==> config.mk <==
export PLATFORM = sky130hd
export DESIGN_NAME = burst_col_seq
export DESIGN_NICKNAME = d
export VERILOG_FILES = /design/src/rtl/bcs_pkg.sv /design/src/rtl/bcs_cfg_latch.sv /design/src/rtl/bcs_beat_ctr.sv /design/src/rtl/bcs_addr_map.sv /design/src/rtl/burst_col_seq.sv
export SDC_FILE = /design/constraint.sdc
export NUM_CORES = 1
export LEC_CHECK = 0
export ABC_AREA = 1
export CAP_MARGIN = 30
export CORE_UTILIZATION = 47
export DETAILED_ROUTE_END_ITERATION = 12
export PLACE_DENSITY = 0.83
export SYNTH_ARGS = -nofsm -noshare
export SYNTH_HDL_FRONTEND = slang
export SYNTH_SLANG_ARGS = --single-unit
==> constraint.sdc <==
create_clock -name clk -period 3.4 [get_ports clk]
set_input_delay 0.68 -clock clk [delete_from_list [all_inputs] [get_ports clk]]
set_output_delay 0.68 -clock clk [all_outputs]
set_load 0.05 [all_outputs]
==> src/rtl/bcs_pkg.sv <==
package bcs_pkg;
  localparam int MAX_LG = 3;

  typedef logic [1:0]        lg_t;
  typedef logic [MAX_LG-1:0] beat_t;

  function automatic lg_t bl_to_lg(input logic [3:0] code);
    case (code)
      4'd2:    return 2'd1;
      4'd4:    return 2'd2;
      default: return 2'd3;
    endcase
  endfunction

  function automatic beat_t lg_mask(input lg_t lg);
    logic [MAX_LG:0] full;
    full = ({{MAX_LG{1'b0}}, 1'b1} << lg) - 1'b1;
    return full[MAX_LG-1:0];
  endfunction
endpackage

==> src/rtl/bcs_cfg_latch.sv <==
module bcs_cfg_latch
  import bcs_pkg::*;
#(
  parameter int COL_W = 8
) (
  input  logic             clk,
  input  logic             rst_n,
  input  logic             load,
  input  logic [3:0]       bl_code,
  input  logic             ilv_in,
  input  logic             wr_in,
  input  logic [COL_W-1:0] col_in,
  output lg_t              lg,
  output logic             ilv,
  output logic             wr,
  output logic [COL_W-1:0] base
);
  always_ff @(posedge clk or negedge rst_n) begin
    if (!rst_n) begin
      lg   <= 2'd3;
      ilv  <= 1'b0;
      wr   <= 1'b0;
      base <= '0;
    end else if (load) begin
      lg   <= bl_to_lg(bl_code);
      ilv  <= ilv_in;
      wr   <= wr_in;
      base <= col_in;
    end
  end
endmodule

==> src/rtl/bcs_beat_ctr.sv <==
module bcs_beat_ctr
  import bcs_pkg::*;
(
  input  logic  clk,
  input  logic  rst_n,
  input  logic  start,
  input  logic  adv,
  input  lg_t   lg,
  output logic  active,
  output beat_t beat,
  output logic  last
);
  beat_t final_idx;

  always_comb begin
    final_idx = lg_mask(lg);
    last      = active && (beat == final_idx);
  end

  always_ff @(posedge clk or negedge rst_n) begin
    if (!rst_n) begin
      active <= 1'b0;
      beat   <= '0;
    end else if (start && !active) begin
      active <= 1'b1;
      beat   <= '0;
    end else if (active && adv) begin
      if (last) active <= 1'b0;
      beat <= last ? '0 : beat + 1'b1;
    end
  end


  start_opens_chk: assert property (@(posedge clk) disable iff (!rst_n)
    (start && !active) |=> (active && beat == '0));


  last_closes_chk: assert property (@(posedge clk) disable iff (!rst_n)
    (active && adv && last) |=> !active);


  stall_hold_chk: assert property (@(posedge clk) disable iff (!rst_n)
    (active && !adv) |=> (active && $stable(beat)));
endmodule

==> src/rtl/bcs_addr_map.sv <==
module bcs_addr_map
  import bcs_pkg::*;
#(
  parameter int COL_W = 8
) (
  input  logic [COL_W-1:0] base,
  input  lg_t              lg,
  input  logic             ilv,
  input  beat_t            beat,
  output logic [COL_W-1:0] col
);
  beat_t mask, start_off, seq_off, xor_off, sel_off;

  always_comb begin
    mask      = lg_mask(lg);
    start_off = base[MAX_LG-1:0];
    seq_off   = start_off + beat;
    xor_off   = start_off ^ beat;
    sel_off   = ilv ? xor_off : seq_off;
  end

  for (genvar j = 0; j < COL_W; j++) begin : g_bit
    if (j < MAX_LG) begin : g_low
      assign col[j] = mask[j] ? sel_off[j] : base[j];
    end else begin : g_high
      assign col[j] = base[j];
    end
  end
endmodule

==> src/rtl/burst_col_seq.sv <==
module burst_col_seq
  import bcs_pkg::*;
#(
  parameter int COL_W = 8
) (
  input  logic             clk,
  input  logic             rst_n,
  input  logic [3:0]       bl_code,
  input  logic             burst_ilv,
  input  logic             cmd_valid,
  output logic             cmd_ready,
  input  logic             cmd_write,
  input  logic [COL_W-1:0] cmd_col,
  output logic             beat_valid,
  input  logic             beat_ready,
  output logic [COL_W-1:0] beat_col,
  output logic             beat_last,
  output logic             beat_write,
  output logic             busy
);
  lg_t              cfg_lg;
  logic             cfg_ilv, cfg_wr, active, last, accept;
  logic [COL_W-1:0] cfg_base;
  beat_t            beat;

  assign cmd_ready = !active;
  assign accept    = cmd_valid && !active;

  bcs_cfg_latch #(.COL_W(COL_W)) u_cfg (
    .clk(clk), .rst_n(rst_n), .load(accept), .bl_code(bl_code),
    .ilv_in(burst_ilv), .wr_in(cmd_write), .col_in(cmd_col),
    .lg(cfg_lg), .ilv(cfg_ilv), .wr(cfg_wr), .base(cfg_base)
  );

  bcs_beat_ctr u_ctr (
    .clk(clk), .rst_n(rst_n), .start(accept), .adv(beat_ready),
    .lg(cfg_lg), .active(active), .beat(beat), .last(last)
  );

  bcs_addr_map #(.COL_W(COL_W)) u_map (
    .base(cfg_base), .lg(cfg_lg), .ilv(cfg_ilv), .beat(beat), .col(beat_col)
  );

  assign beat_valid = active;
  assign beat_last  = last;
  assign beat_write = cfg_wr;
  assign busy       = active;


  block_fixed_chk: assert property (@(posedge clk) disable iff (!rst_n)
    (beat_valid && !beat_last) |=> $stable(beat_col[COL_W-1:MAX_LG]));


  beat_hold_chk: assert property (@(posedge clk) disable iff (!rst_n)
    (beat_valid && !beat_ready) |=>
      (beat_valid && $stable(beat_col) && $stable(beat_last) && $stable(beat_write)));


  busy_ignores_chk: assert property (@(posedge clk) disable iff (!rst_n)
    (busy && cmd_valid && !(beat_ready && beat_last)) |=> busy);


  write_kept_chk: assert property (@(posedge clk) disable iff (!rst_n)
    (beat_valid && !beat_last) |=> $stable(beat_write));
endmodule

**After elaboration in Yosys (flattened, before gate mapping)**

Cells that the tools add are included.

- Bits in registers: 16
- Logic and storage cells: 33
- Output and inout bits: 13

- Muxes and demuxes: 11
- Shifts and indexed selects: 1
- Eq/ne operators: 3
- Reduce and logical (&&, ||, !) cells: 8
- Bitwise gates (word level): 1
- $add $sub $neg: 3

Operator list:

| cell | count |
|---|---|
| 3-bit 2-to-1 mux | 4 |
| 1-bit 2-to-1 mux | 6 |
| 4-bit by 2-bit equality test with 1-bit output, second input constant | 1 |
| 4-bit by 3-bit equality test with 1-bit output, second input constant | 1 |
| 1-bit logical AND | 4 |
| 2-bit case mux with 2 select lines | 1 |
| 2-bit nonzero test | 2 |
| 3-bit by 1-bit adder with 3-bit output, second input constant | 1 |
| 3-bit adder | 1 |
| 3-bit equality test | 1 |
| 1-bit by 2-bit left shift with 3-bit output, first input constant | 1 |
| 3-bit by 1-bit subtractor with 3-bit output, second input constant | 1 |
| 3-bit bitwise XOR | 1 |
| 2-bit AND reduction | 1 |
| 1-bit zero test | 1 |

**Longest topological paths before layout**

- Depth in word-level cells: 7
- Depth in mapped cells: 9
- Depth with buffers taken out: 9

**Hierarchy**

Synthesis repeated with hierarchy kept, for this count alone.

- Cells, all modules: 140
- Area, all modules: 1042.2 um^2

By module, submodules not included:

| module | times used | cells an instance | area each (um^2) | sequential area each (um^2) |
|---|---|---|---|---|
| bcs_cfg_latch | 1 | 57 | 539.3 | 302.8 |
| bcs_beat_ctr | 1 | 50 | 309.0 | 100.1 |
| bcs_addr_map | 1 | 29 | 172.7 | 0.0 |
| burst_col_seq | 1 | 4 | 21.3 | 0.0 |

**Worst setup path after synthesis**

Ideal clock, no wire load.

- Kind: flip-flop to output port
- Start: register u_ctr.beat[0]
- End: output port beat_col[1]
- Path slack: 0.507 ns
- Arrival: 2.213 ns
- Data required time: 2.720 ns
- Cell stages (with the launch flop): 5
- Cell sequence: dfrtp_1 > ha_1 > fa_1 > o21ai_0 > o21ai_0

- Cells in the longest elaborated chain, start to end: 3

Ends and longest elaborated chain:

| what | RTL line | text |
|---|---|---|
| from (decl) | bcs_beat_ctr.sv:10 | `output beat_t beat,` |
| from (signal assigned) | bcs_beat_ctr.sv:29 | `beat <= last ? '0 : beat + 1'b1;` |
| 3-bit adder | bcs_addr_map.sv:17 | `seq_off = start_off + beat;` |
| 3-bit 2-to-1 mux | bcs_addr_map.sv:19 | `sel_off = ilv ? xor_off : seq_off;` |
| 1-bit 2-to-1 mux | bcs_addr_map.sv:24 | `assign col[j] = mask[j] ? sel_off[j] : base[j];` |
| to (decl) | burst_col_seq.sv:16 | `output logic [COL_W-1:0] beat_col,` |

No other way between the ends.

**Worst setup path in the final report**

- Start: register u_ctr.beat[0]
- End: output port beat_col[2]

Same word-level chain as after synthesis.

==> flow_results.xml <==
<?xml version="1.0" encoding="UTF-8"?>
<metrics>
  <group name="critical_path">
    <metric name="worstPathArrival" unit="ns">2.47</metric>
    <metric name="crit-reg2reg-capture" unit="">u_ctr.active</metric>
    <metric name="critical_path.slowest_cell" unit="">sky130_fd_sc_hd__clkdlybuf4s50_1</metric>
    <metric name="critical_path_required" unit="ns">2.72</metric>
    <metric name="crit_path_max_incr_delay" unit="ns">0.81</metric>
    <metric name="path_cells" unit="">ha_1 &gt; fa_1 &gt; nand2_1 &gt; a21oi_1 &gt; o21ai_0 &gt; xnor2_1 &gt; clkdlybuf4s50_1</metric>
    <metric name="crit_fanout" unit="">5</metric>
    <metric name="critPathLaunchType" unit="">flip-flop</metric>
    <metric name="r2r_slack" unit="ns">2.10</metric>
    <metric name="r2r.worst_path.cells" unit="">9</metric>
    <metric name="r2r-start" unit="">u_cfg.lg[1]</metric>
    <metric name="timing_worst_setup_path_type" unit="">flip-flop to primary output</metric>
    <metric name="critical_path.endpoint_type" unit="">primary output</metric>
  </group>
  <group name="clock_tree">
    <metric name="cts_hold_buffers" unit="">0</metric>
    <metric name="cts_tree" unit="">done</metric>
    <metric name="clk-insertion-delay-late" unit="ns">0.27</metric>
    <metric name="cts-resized-gates" unit="">0</metric>
    <metric name="cts_root_buf" unit="">sky130_fd_sc_hd__clkbuf_4</metric>
    <metric name="postCtsSetupRepairBufs" unit="">0</metric>
    <metric name="cts_num_sinks" unit="">16</metric>
    <metric name="cts.path.max_buffers" unit="">2</metric>
    <metric name="tritoncts.num_buffers" unit="">3</metric>
    <metric name="clk_pin_slew" unit="ns">0.09</metric>
    <metric name="cts.htree.levels" unit="">1</metric>
  </group>
  <group name="worst_hold_path">
    <metric name="worst_hold_path_type" unit="">flip-flop to flip-flop</metric>
    <metric name="hold-path-endpoint" unit="">u_cfg.base[5]</metric>
    <metric name="count_of_cells_along_the_worst_hold_path" unit="">1</metric>
    <metric name="holdCritStartpoint" unit="">u_cfg.base[5]</metric>
  </group>
  <group name="synth">
    <metric name="synth_seq_area_share" unit="%">44.78</metric>
    <metric name="post_synth_main_area_contributors" unit="">sky130_fd_sc_hd__dfrtp_1 39%, sky130_fd_sc_hd__mux2_2 10%, sky130_fd_sc_hd__nand2_1 6.7%, sky130_fd_sc_hd__dfstp_2 5.8%, sky130_fd_sc_hd__buf_4 5.0%</metric>
    <metric name="yosysWarningCount" unit="">0</metric>
    <metric name="yosys.cell_types.count" unit="">25</metric>
    <metric name="post_syn_nets" unit="">113</metric>
    <metric name="synth_top_cell_area_share" unit="%">38.94</metric>
    <metric name="synthCells" unit="">91</metric>
    <metric name="synth.ff_latch_count" unit="">16</metric>
    <metric name="mappedNetlistArea" unit="um^2">899.6</metric>
    <metric name="post_synth.cell_area_avg" unit="um^2">9.886</metric>
    <metric name="post-synth-top-area-cell" unit="">sky130_fd_sc_hd__dfrtp_1</metric>
  </group>
  <group name="finish">
    <metric name="antenna-diode-count" unit="">0</metric>
    <metric name="seq_area" unit="um^2">402.9</metric>
    <metric name="drive_above_1_share" unit="%">18.80</metric>
    <metric name="multiInputGateArea" unit="um^2">402.9</metric>
    <metric name="most_frequent_cells_in_the_layout" unit="">30 x sky130_fd_sc_hd__clkdlybuf4s50_1, 16 x sky130_fd_sc_hd__nand2_1, 14 x sky130_fd_sc_hd__dfrtp_1</metric>
    <metric name="final_common_cell" unit="">sky130_fd_sc_hd__clkdlybuf4s50_1</metric>
    <metric name="final_net_count" unit="">141</metric>
    <metric name="layout.filler_cells" unit="">154</metric>
    <metric name="area_growth" unit="%">32.68</metric>
  </group>
  <group name="power_and_ir_drop">
    <metric name="clock_power_share" unit="%">7.3</metric>
    <metric name="pwr_density_cell" unit="nW/um^2">1092</metric>
    <metric name="seqPwrFrac" unit="%">27.5</metric>
    <metric name="sw_frac_of_total" unit="%">51.06</metric>
    <metric name="total_switching_power" unit="mW">0.6655</metric>
    <metric name="power_leakage" unit="nW">0.5598</metric>
    <metric name="ir_drop" unit="mV">0.7711</metric>
    <metric name="power_after_layout" unit="mW">1.303</metric>
    <metric name="power.combinational.fraction" unit="%">65.2</metric>
    <metric name="intPower" unit="mW">0.6379</metric>
  </group>
  <group name="detailed_routing">
    <metric name="detail_route_antenna_nets" unit="">0</metric>
    <metric name="route.detailed.wl_per_inst" unit="um">11.63</metric>
    <metric name="avgViaCountPerCell" unit="">4.859</metric>
    <metric name="dr_total_vias" unit="">690</metric>
    <metric name="post-route-drc-count" unit="">0</metric>
    <metric name="initialDrtViolationCount" unit="">11</metric>
    <metric name="first_pass_iters" unit="">4</metric>
    <metric name="wirelength" unit="um">1651</metric>
  </group>
  <group name="timing">
    <metric name="worst_slack" unit="ns">0.2543</metric>
    <metric name="worst_pin_slew" unit="ns">0.7124</metric>
    <metric name="setup-tns-final" unit="ns">0</metric>
    <metric name="fin_crit_sh" unit="%">92.52</metric>
    <metric name="final_critical_path_required_period" unit="ns">3.146</metric>
    <metric name="final.setup_skew" unit="ns">0.003860</metric>
    <metric name="slew_headroom" unit="%">52.36</metric>
    <metric name="maxSlewViolCount" unit="">0</metric>
    <metric name="setup-violations-final" unit="">0</metric>
    <metric name="timing.fmax" unit="GHz">0.3179</metric>
    <metric name="unrepaired_setup_endpoints_after_global_routing" unit="">false</metric>
    <metric name="final_hold_viol_count" unit="">0</metric>
  </group>
  <group name="die">
    <metric name="core_area" unit="um^2">1764</metric>
    <metric name="chipHeight" unit="um">45.75</metric>
    <metric name="io_pins" unit="">31</metric>
    <metric name="floorplan.initialDensity" unit="%">50.99</metric>
    <metric name="rows" unit="">15</metric>
    <metric name="die_width" unit="um">45.75</metric>
    <metric name="fp.dieArea" unit="um^2">2093</metric>
  </group>
  <group name="outcome">
    <metric name="run_status" unit="">completed</metric>
  </group>
  <group name="place">
    <metric name="place_ws" unit="ns">0.5492</metric>
    <metric name="port_buffers" unit="">30</metric>
    <metric name="finalWeightedCongestion" unit="">0.7674</metric>
    <metric name="detailed_place_hpwl" unit="um">1275</metric>
  </group>
  <group name="global_route">
    <metric name="global_route.usage.total" unit="%">19.65</metric>
    <metric name="grt_first_pass_wirelength" unit="um">2863</metric>
    <metric name="grt-ovfl-total" unit="">0</metric>
    <metric name="largest_net_degree_at_the_start_of_global_routing" unit="">20</metric>
    <metric name="first_global_vias" unit="">692</metric>
    <metric name="antenna_found_initial" unit="">0</metric>
  </group>
  <group name="flow_run">
    <metric name="drv.max_cap_violation_count" unit="">0</metric>
  </group>
</metrics>
cell usage after synthesis:
cell                      number
sky130_fd_sc_hd__o22ai_1       1
sky130_fd_sc_hd__nand2_2       2
sky130_fd_sc_hd__nand3_1       2
sky130_fd_sc_hd__xnor2_1       1
sky130_fd_sc_hd__a21oi_1       4
sky130_fd_sc_hd__nor2_1        9
sky130_fd_sc_hd__inv_2         2
sky130_fd_sc_hd__nand2_1      16
sky130_fd_sc_hd__mux2_4        1
sky130_fd_sc_hd__mux2_2        8
sky130_fd_sc_hd__nand4_1       1
sky130_fd_sc_hd__buf_8         1
sky130_fd_sc_hd__ha_1          3
sky130_fd_sc_hd__nor3_2        1
sky130_fd_sc_hd__inv_1         7
sky130_fd_sc_hd__a22oi_1       1
sky130_fd_sc_hd__a32oi_1       1
sky130_fd_sc_hd__buf_4         6
sky130_fd_sc_hd__dfstp_2       2
sky130_fd_sc_hd__nand2_4       2
sky130_fd_sc_hd__nand3_2       1
sky130_fd_sc_hd__fa_1          1
sky130_fd_sc_hd__dfrtp_1      14
sky130_fd_sc_hd__xor2_1        1
sky130_fd_sc_hd__o21ai_0       3
power groups by stage:
stage	Combinational [mW]	Sequential [mW]	Clock, mW
global placement	0.847	0.355	0
CTS	0.857	0.360	0.0991
global route	0.912	0.371	0.103
floorplan	0.628	0.382	0
detailed placement	0.854	0.363	0
finish	0.850	0.358	0.0949
layout make-up:
| cell class | instances | share of cell area [%] |
|---|---|---|
| Sequential cell | 16 | 33.75 |
| Multi-Input combinational cell | 59 | 33.75 |
| Tap cell | 25 | 2.621 |
| Inverter | 9 | 2.830 |
| Clock buffer | 3 | 1.887 |
| Timing Repair Buffer | 30 | 25.16 |
metrics by stage:
stage                     cell area (um^2)  util, %  cells  hold slack [ns]
after detailed placement              1171    66.38    139           0.4930
after global routing                  1194    67.66    142           0.5458
after floorplan                      899.6        -     91           0.3844
after global placement                1171    66.38    139           0.4869
final                                 1194    67.66    142           0.5120
after CTS                             1194    67.66    142           0.5137
registers in the layout, summed over array words and instances, names as in the netlist:
signal,flops
u_cfg.base,8
u_ctr.beat,3
u_cfg.lg,2
u_ctr.active,1
u_cfg.ilv,1
u_cfg.wr,1
cells by family after synthesis:
kind of cell             count (synthesis)  synth area share [%]
AND/OR/NAND/NOR                         34                 18.36
buffers and inverters                   16                 10.43
flip-flops                              16                 44.78
AO/OA/AOI/OAI                           10                 6.398
multiplexers                             9                 11.68
adder cells (fa/ha/maj)                  4                 6.398
XOR/XNOR                                 2                 1.948
critical path, delay by kind of cell (launching register included):
family                     cells  cell delay (ns)
DFF                            1             0.43
and+or+nand+nor                1             0.09
AOI/OAI and AO/OA              2             0.15
xor gates and xnor gates       1             0.14
buffers and inverters          1             0.81
adders and majority gates      2             0.56
per-layer routing:
layer / up-vias / global-route usage (%) / routed length (um)
li1: 345 / - / -
met1: 316 / 24.68 / 731
met2: 25 / 32.86 / 813
met3: 4 / 2.778 / 82
met4: 0 / 10.00 / 23
met5: - / 0 / 0
worst max-delay path by stage:
stage	to	cells after the start	from	slack [ns]
2_1_floorplan	beat_col[1]	4	u_ctr.beat[0]	0.51
3_3_place_gp	beat_col[2]	7	u_ctr.beat[0]	0.57
3_5_place_dp	beat_col[2]	7	u_ctr.beat[0]	0.55
4_1_cts	beat_col[2]	7	u_ctr.beat[0]	0.24
5_1_grt	beat_col[2]	7	u_ctr.beat[0]	0.13
6_report	beat_col[2]	7	u_ctr.beat[0]	0.25
No activity file was read; power rests on OpenSTA's default activity.
